==> config.mk <==
export PLATFORM = sky130hd
export DESIGN_NAME = vred_unit
export DESIGN_NICKNAME = d
export VERILOG_FILES = /design/src/rtl/vred_pkg.sv /design/src/rtl/vred_index_ctr.sv /design/src/rtl/vred_select.sv /design/src/rtl/vred_adder.sv /design/src/rtl/vred_unit.sv
export SDC_FILE = /design/constraint.sdc
export NUM_CORES = 1
export LEC_CHECK = 0
export ABC_AREA = 1
export BUFFER_PORTS_ARGS = -buffer_cell sky130_fd_sc_hd__buf_2
export CAP_MARGIN = 20
export CORE_ASPECT_RATIO = 0.9
export CORE_MARGIN = 2
export CORE_UTILIZATION = 55
export CTS_CLUSTER_DIAMETER = 120
export DETAILED_ROUTE_END_ITERATION = 6
export PLACE_DENSITY = 0.77
export SYNTH_ARGS = -nofsm -noshare
export SYNTH_HDL_FRONTEND = slang
export SYNTH_HIERARCHICAL = 1
export SYNTH_SLANG_ARGS = --single-unit
export TNS_END_PERCENT = 100
==> constraint.sdc <==
create_clock -name clk -period 3.2 [get_ports clk]
set_clock_uncertainty 0.05 [all_clocks]
set_input_delay 0 -clock clk [delete_from_list [all_inputs] [get_ports clk]]
set_output_delay 0 -clock clk [all_outputs]
set_load 0.02 [all_outputs]
==> src/rtl/vred_pkg.sv <==
package vred_pkg;

    typedef enum logic [1:0] {
        OP_MAX   = 2'd0,
        OP_MIN   = 2'd1,
        OP_SUM   = 2'd2,
        OP_PIVOT = 2'd3
    } vred_op_e;

    function automatic logic op_is_sum(vred_op_e op);
        return op == OP_SUM;
    endfunction

    function automatic vred_op_e op_decode(logic [1:0] code);
        return vred_op_e'(code);
    endfunction

endpackage

==> src/rtl/vred_index_ctr.sv <==
module vred_index_ctr #(
    parameter int IW = 6
) (
    input  logic          clk,
    input  logic          rst,
    input  logic          step,
    input  logic          last,
    output logic          first,
    output logic [IW-1:0] idx
);
    localparam logic [IW-1:0] ONE = IW'(1);

    logic          busy;
    logic [IW-1:0] cnt;

    always_ff @(posedge clk) begin
        if (rst) begin
            busy <= 1'b0;
            cnt  <= '0;
        end else if (step) begin
            if (last) begin
                busy <= 1'b0;
                cnt  <= '0;
            end else begin
                busy <= 1'b1;
                cnt  <= idx + ONE;
            end
        end
    end

    assign first = ~busy;
    assign idx   = busy ? cnt : '0;
endmodule

==> src/rtl/vred_select.sv <==
module vred_select
    import vred_pkg::*;
#(
    parameter int W = 16
) (
    input  vred_op_e      op,
    input  logic [W-1:0]  cand,
    input  logic [W-1:0]  best,
    output logic          take
);
    logic [W:0] cand_ext, best_ext, cand_mag, best_mag;

    always_comb begin
        cand_ext = {cand[W-1], cand};
        best_ext = {best[W-1], best};
        cand_mag = cand_ext[W] ? (~cand_ext + 1'b1) : cand_ext;
        best_mag = best_ext[W] ? (~best_ext + 1'b1) : best_ext;
        unique case (op)
            OP_MAX:   take = $signed(cand) > $signed(best);
            OP_MIN:   take = $signed(cand) < $signed(best);
            OP_PIVOT: take = cand_mag > best_mag;
            default:  take = 1'b0;
        endcase
    end
endmodule

==> src/rtl/vred_adder.sv <==
module vred_adder #(
    parameter int W = 16
) (
    input  logic [W-1:0] a,
    input  logic [W-1:0] b,
    output logic [W-1:0] s,
    output logic         ovf
);
    always_comb begin
        s   = a + b;
        ovf = (a[W-1] == b[W-1]) && (s[W-1] != a[W-1]);
    end
endmodule

==> src/rtl/vred_unit.sv <==
module vred_unit
    import vred_pkg::*;
#(
    parameter int W       = 16,
    parameter int MAX_LEN = 64
) (
    input  logic                       clk,
    input  logic                       rst,
    input  logic                       in_valid,
    input  logic                       in_last,
    input  logic [1:0]                 in_op,
    input  logic [W-1:0]               in_data,
    output logic                       out_done,
    output logic [W-1:0]               out_value,
    output logic [$clog2(MAX_LEN)-1:0] out_index,
    output logic                       out_ovf
);
    localparam int IDX_W = $clog2(MAX_LEN);

    typedef struct packed {
        logic [W-1:0]     val;
        logic [IDX_W-1:0] idx;
        logic             ovf;
    } acc_t;

    acc_t             acc_q, acc_d, res_q;
    vred_op_e         op_q, op_eff;
    logic             first;
    logic [IDX_W-1:0] cur_idx;
    logic             take;
    logic [W-1:0]     sum;
    logic             sum_ovf;
    logic             done_q;

    vred_index_ctr #(.IW(IDX_W)) u_ctr (
        .clk   (clk),
        .rst   (rst),
        .step  (in_valid),
        .last  (in_last),
        .first (first),
        .idx   (cur_idx)
    );

    assign op_eff = first ? op_decode(in_op) : op_q;

    vred_select #(.W(W)) u_sel (
        .op   (op_eff),
        .cand (in_data),
        .best (acc_q.val),
        .take (take)
    );

    vred_adder #(.W(W)) u_add (
        .a   (acc_q.val),
        .b   (in_data),
        .s   (sum),
        .ovf (sum_ovf)
    );

    always_comb begin
        acc_d = acc_q;
        if (first) begin
            acc_d.val = in_data;
            acc_d.idx = '0;
            acc_d.ovf = 1'b0;
        end else if (op_is_sum(op_eff)) begin
            acc_d.val = sum;
            acc_d.idx = '0;
            acc_d.ovf = acc_q.ovf | sum_ovf;
        end else if (take) begin
            acc_d.val = in_data;
            acc_d.idx = cur_idx;
        end
    end

    always_ff @(posedge clk) begin
        if (rst) begin
            acc_q  <= '0;
            res_q  <= '0;
            op_q   <= OP_MAX;
            done_q <= 1'b0;
        end else begin
            done_q <= in_valid && in_last;
            if (in_valid) begin
                acc_q <= acc_d;
                if (first) op_q <= op_decode(in_op);
                if (in_last) res_q <= acc_d;
            end
        end
    end

    assign out_done  = done_q;
    assign out_value = res_q.val;
    assign out_index = res_q.idx;
    assign out_ovf   = res_q.ovf;
endmodule

# Word level (Yosys, flattened, before mapping)
# Index checks and enable logic that the tools add are counted.
[word_totals] ff_bits=56 input_bits=22 wordCells=40
[op_classes] add_sub_neg=4 magnitude_cmp=3 eq_ne=5 n_mux=11 bitwise=3 reduce_logical=4
[ops] op="$mux W22" count=2
[ops] op="$add A17 B1 Y17 const B" count=2
[ops] op="$mux W17" count=2
[ops] op="$not A17 Y17" count=2
[ops] op="$mux W23" count=1
[ops] op="$gt A17 B17 Y1" count=1
[ops] op="$add A16 B16 Y16" count=1
[ops] op="$gt A16 B16 Y1" count=1
[ops] op="$lt A16 B16 Y1" count=1
[ops] op="$mux W6" count=2
[ops] op="$add A6 B1 Y6 const B" count=1
[ops] op="$eq A2 B2 Y1 const B" count=2
[ops] op="$pmux W1 S3" count=1
[ops] op="$eq A2 B1 Y1 const B" count=1
[ops] op="$logic_and A1 B1 Y1" count=2
[ops] op="$logic_not A2 Y1" count=1
[ops] op="$mux W1" count=2
[ops] op="$mux W2" count=1
[ops] op="$reduce_and A2 Y1" count=1
[ops] op="$eq A1 B1 Y1" count=1
[ops] op="$ne A1 B1 Y1" count=1
[ops] op="$or A1 B1 Y1" count=1

# Longest topological paths before layout
[logic_depth] ltp_word=8 ltp_mapped=27 depth_no_buf=25

# Cells and area by module
# The synthesis kept the hierarchy.
[by_module_without_submodules] mod="vred_unit" n_inst=1 cells_per_inst=420 area_per_inst_um2=2722.6 seq_area_each_um2=980.9
[by_module_without_submodules] mod="vred_select" n_inst=1 cells_per_inst=256 area_per_inst_um2=1534.0 seq_area_each_um2=0.0
[by_module_without_submodules] mod="vred_adder" n_inst=1 cells_per_inst=182 area_per_inst_um2=948.4 seq_area_each_um2=0.0
[by_module_without_submodules] mod="vred_index_ctr" n_inst=1 cells_per_inst=57 area_per_inst_um2=417.9 seq_area_each_um2=140.1

# Worst setup path before layout
# Ideal clock, no wire load.
[synth_timing] kind="register -> register" start="register acc_q[8] (netlist name)" end="register res_q (netlist bit out_index[1])" t_arrival_ps=2827 setup_slack_ps=193 stages_incl_launch_ff=23 cell_sequence="dfxtp_1 inv_1 ha_1 nand3_1 o21ai_2 o21ai_1 xor2_1 inv_1 ha_1 nand2_1 inv_1 nand3_1 nor2_1 nand3_1 nand3_1 nand2_1 nand3_1 buf_2 buf_2 buf_2 nand2_1 o2111ai_1 a21oi_1"
[synth_between] elab_chain_cells=8
[synth_rtl] item="start: declaration" line_no="vred_unit.sv:26" text="acc_t acc_q, acc_d, res_q;"
[synth_rtl] item="start signal: assignment" line_no="vred_unit.sv:78" text="acc_q <= '0;"
[synth_rtl] item="start signal: assignment" line_no="vred_unit.sv:85" text="acc_q <= acc_d;"
[synth_rtl] item="$not A17 Y17" line_no="vred_select.sv:17" text="best_mag = best_ext[W] ? (~best_ext + 1'b1) : best_ext;"
[synth_rtl] item="$add A17 B1 Y17" line_no="vred_select.sv:17"
[synth_rtl] item="$mux W17" line_no="vred_select.sv:17"
[synth_rtl] item="$gt A17 B17 Y1" line_no="vred_select.sv:21" text="OP_PIVOT: take = cand_mag > best_mag;"
[synth_rtl] item="$pmux W1 S3 (*)" line_no="vred_select.sv:18" text="unique case (op)"
[synth_rtl] item="net take" line_no="vred_unit.sv:30" text="logic take;"
[synth_rtl] item="$mux W22 (*)" line_no="vred_unit.sv:70" text="end else if (take) begin"
[synth_rtl] item="$mux W22 (*)" line_no="vred_unit.sv:66" text="end else if (op_is_sum(op_eff)) begin"
[synth_rtl] item="$mux W23 (*)" line_no="vred_unit.sv:62" text="if (first) begin"
[synth_rtl] item="end signal: assignment" line_no="vred_unit.sv:79" text="res_q <= '0;"
[synth_rtl] item="end signal: assignment" line_no="vred_unit.sv:87" text="if (in_last) res_q <= acc_d;"
[synth_rtl] item="end: declaration" line_no="vred_unit.sv:26"
# The timed path passes the listed nets; every way through them passes the cells marked *.
# A chain may end at the register's enable or synchronous reset.

# Worst setup path after layout
[layout_timing] start="register acc_q[8] (netlist name)" end="register res_q (netlist bit out_value[0])"
# Same word-level chain as after synthesis.

==> run metrics <==
status finished, violations left; violations in the final reports setup timing; TritonCTS Buffers 5; count of final max-slew check failures 0; cell at the root of the clock tree sky130_fd_sc_hd__clkbuf_16; total power divided by cell area 384 nW/um^2; cell count after synthesis 915; clock insertion delay at the later pin of the skew report 0.30 ns; area fraction of the dominant cell type after synthesis 0.199; Final Hold Fails 0; antenna diode count 0; net count reported at finish 1040; leading cell type in the layout, fill and taps excluded sky130_fd_sc_hd__nand2_1; RSZ-0062 raised after global routing yes; DRC errors left 0; synth top area cells sky130_fd_sc_hd__dfxtp_1, sky130_fd_sc_hd__nand2_1, sky130_fd_sc_hd__ha_1, sky130_fd_sc_hd__inv_1, sky130_fd_sc_hd__nand3_1; FILL cells 908; arrival time reported for the critical path endpoint 3.40 ns; die width 111 um; worst rel slew slack 0.434; critical setup path kind register to register; Most Frequent Cell on Critical Path sky130_fd_sc_hd__nand3_1; Synth Warn # 6; cell family with most CP delay simple AND/OR/NAND/NOR gates; setup-violating endpoint count in the final report 3; cell breakdown of the critical path buf_6 > nor3_4 > nand3_2 > nor3_4 > nand2_2 > nand2_2 > xor2_1 > inv_1 > ha_1 > nand2_1 > inv_1 > nand3_1 > nor2_2 > nand3_1 > nand3_1 > nand2_2 > nand3_4 > buf_12 > o21a_1 > nand2_1 > nand3_1 > nand3_2 > nand2_1 > inv_1; Die Footprint 11000 sq um; sum of overflow across all layers after global routing 0; layer with the highest usage after global routing met2; Max H-tree Level 2; worst path bufs/invs 5; grt met1 use 0.387; CTS tree done; final worst setup slack -0.0387 ns; PortBufs 45; critical path endpoint category register; Leakage 3.58 nW; number of antenna-violating nets in the routed design 0; clock sinks 56; met2 GRT Util 0.450; initial core utilization 0.556; Worst Path Required 3.36 ns; overall routed net length 15.7 mm; number of top-level pins 46; detailed-routing iteration count for the pre-antenna-repair pass 6; clock slew seen by the registers of the worst setup and hold paths 0.08 ns; number of distinct library cells after synthesis 43; max-capacitance violation count 0; GR Util met3 0.0302; final weighted congestion in routability-driven placement 0.951; setup slack, reg-to-reg -0.04 ns; slew of the pin with the lowest slew margin 0.848 ns; Seq cells post-synth 56; Critical Path Start Type register; global-route wire length before repair 25.0 mm; Die H 99.9 um; share of post-route cells with drive strength above 1 0.173; mean post-synth cell area 6.15 sq um; portion of the post-synthesis area used by sequential elements 0.199; Worst path max stage delay 0.33 ns; worst hold-check slack 0.0328 ns; Avg Vias per Cell 5.38; initial DRC count 672; final worst path period share 1.01; GRT Util Overall 0.272; Routed wire per std cell 14.3 um; number of placement rows 35; vias in the first global route 5277; post-synth top area cell sky130_fd_sc_hd__dfxtp_1; worst-path fanout max 17; Util after Layout 0.634; Area growth syn-to-layout 14.0%; worst-case clock buffer depth 2; Final HPWL DP 11.0 mm; highest clock rate 309 MHz; core area 10100 sq um; worst hold path type input port to register; antenna violations before repair 0; commonest cells after routing, fill and taps aside sky130_fd_sc_hd__nand2_1, sky130_fd_sc_hd__inv_1, sky130_fd_sc_hd__nor2_1; shortest clock period the worst path allows after layout 3.24 ns; via count of the routed design 5901; worst IR drop on VDD 0.281 mV; library cell contributing the largest single delay on the critical path sky130_fd_sc_hd__dfxtp_2; combined area of all synthesized cells 5620 sq um; largest net degree at the start of global routing 47; Net Count, Synth 988
[stage by stage]
step	std cells	power, W	setup slack (ns)	cell area [sq um]	setup TNS, ns
finish	1097	0.00246	-0.0387	6410	-0.0428
detailed placement	1084	0.00172	0.0216	6040	0
global route	1097	0.00260	-0.319	6410	-11.16
global placement	1084	0.00171	0.0755	6040	0
floorplan	915	0.00148	0.193	5620	0
CTS	1093	0.00237	0.00221	6220	0
[area by class of cell]
class | count | area (sq um) | share of cell area
Clock buffer | 5 | 125 | 0.0195
Clock inverter | 3 | 46.3 | 0.00722
Inverter | 180 | 681 | 0.106
Multi-Input combinational cell | 650 | 3790 | 0.591
Sequential cell | 56 | 1120 | 0.175
Tap cell | 129 | 161 | 0.0252
Timing Repair Buffer | 74 | 487 | 0.0759
[flip-flops by register name (all words and copies together), names as in the netlist]
name / flops
op_q: 2
u_ctr/busy: 1
out_value: 16
acc_q: 23
out_index: 6
out_done: 1
u_ctr/cnt: 6
out_ovf: 1
[per-layer routing]
layer	wire length, um	share of wire	up-vias
met2	6890	0.44	255
met5	0	0	-
li1	-	-	2966
met1	7280	0.46	2644
met3	1220	0.078	36
met4	284	0.018	0
[cell usage after synthesis, drive strengths merged]
library cell	n
inv	180
a31oi	2
ha	50
buf	20
nand3	92
xor2	29
nand2	250
fa	1
nor2	79
o21bai	1
or2	2
clkbuf	9
xnor2	4
conb	2
a21oi	61
nor4	3
dfxtp	56
nor3	10
o21ai	32
o21a	16
and2	1
nand3b	2
o2111ai	6
nand4	6
a21o	1
[cell families (layout without fill, tap and decap cells)]
family / count (synthesis) / after routing / share of synthesized area
xor gates and xnor gates: 33 / 33 / 0.0514
AOI/OAI and AO/OA: 119 / 119 / 0.125
other: 2 / 2 / 0.00134
adders and majority gates: 51 / 51 / 0.115
DFF: 56 / 56 / 0.199
and+or+nand+nor: 445 / 445 / 0.359
buffers and inverters: 209 / 262 / 0.149
[path summary, 6_finish.rpt]
path                             startpoint                   endpoint  depth (start not counted)
hold reg to reg   u_ctr/cnt[4]$_SDFFE_PP0P_  u_ctr/cnt[4]$_SDFFE_PP0P_                          2
setup / recovery      acc_q[8]$_SDFFE_PP0P_  out_value[0]$_SDFFE_PP0P_                         24
setup reg to reg      acc_q[8]$_SDFFE_PP0P_  out_value[0]$_SDFFE_PP0P_                         24
hold / removal                          rst  u_ctr/cnt[0]$_SDFFE_PP0P_                          2
[power by group]
group,leakage [nW],internal [W],switching (W)
Combinational,3.03,0.000387,0.000638
Clock,0.0857,0.000375,0.000286
Sequential,0.462,0.000740,0.0000354
Total,3.58,0.00150,0.000959
[repair_timing]
item / 4_1_cts / 5_1_grt
hold buffers: 1 / 0
setup endpoints to repair: 0 / 44
resized for setup: 0 / 34
endpoints found under the hold margin: 4 / 0
setup buffers: 0 / 1
No activity file was read; power rests on OpenSTA's default activity.
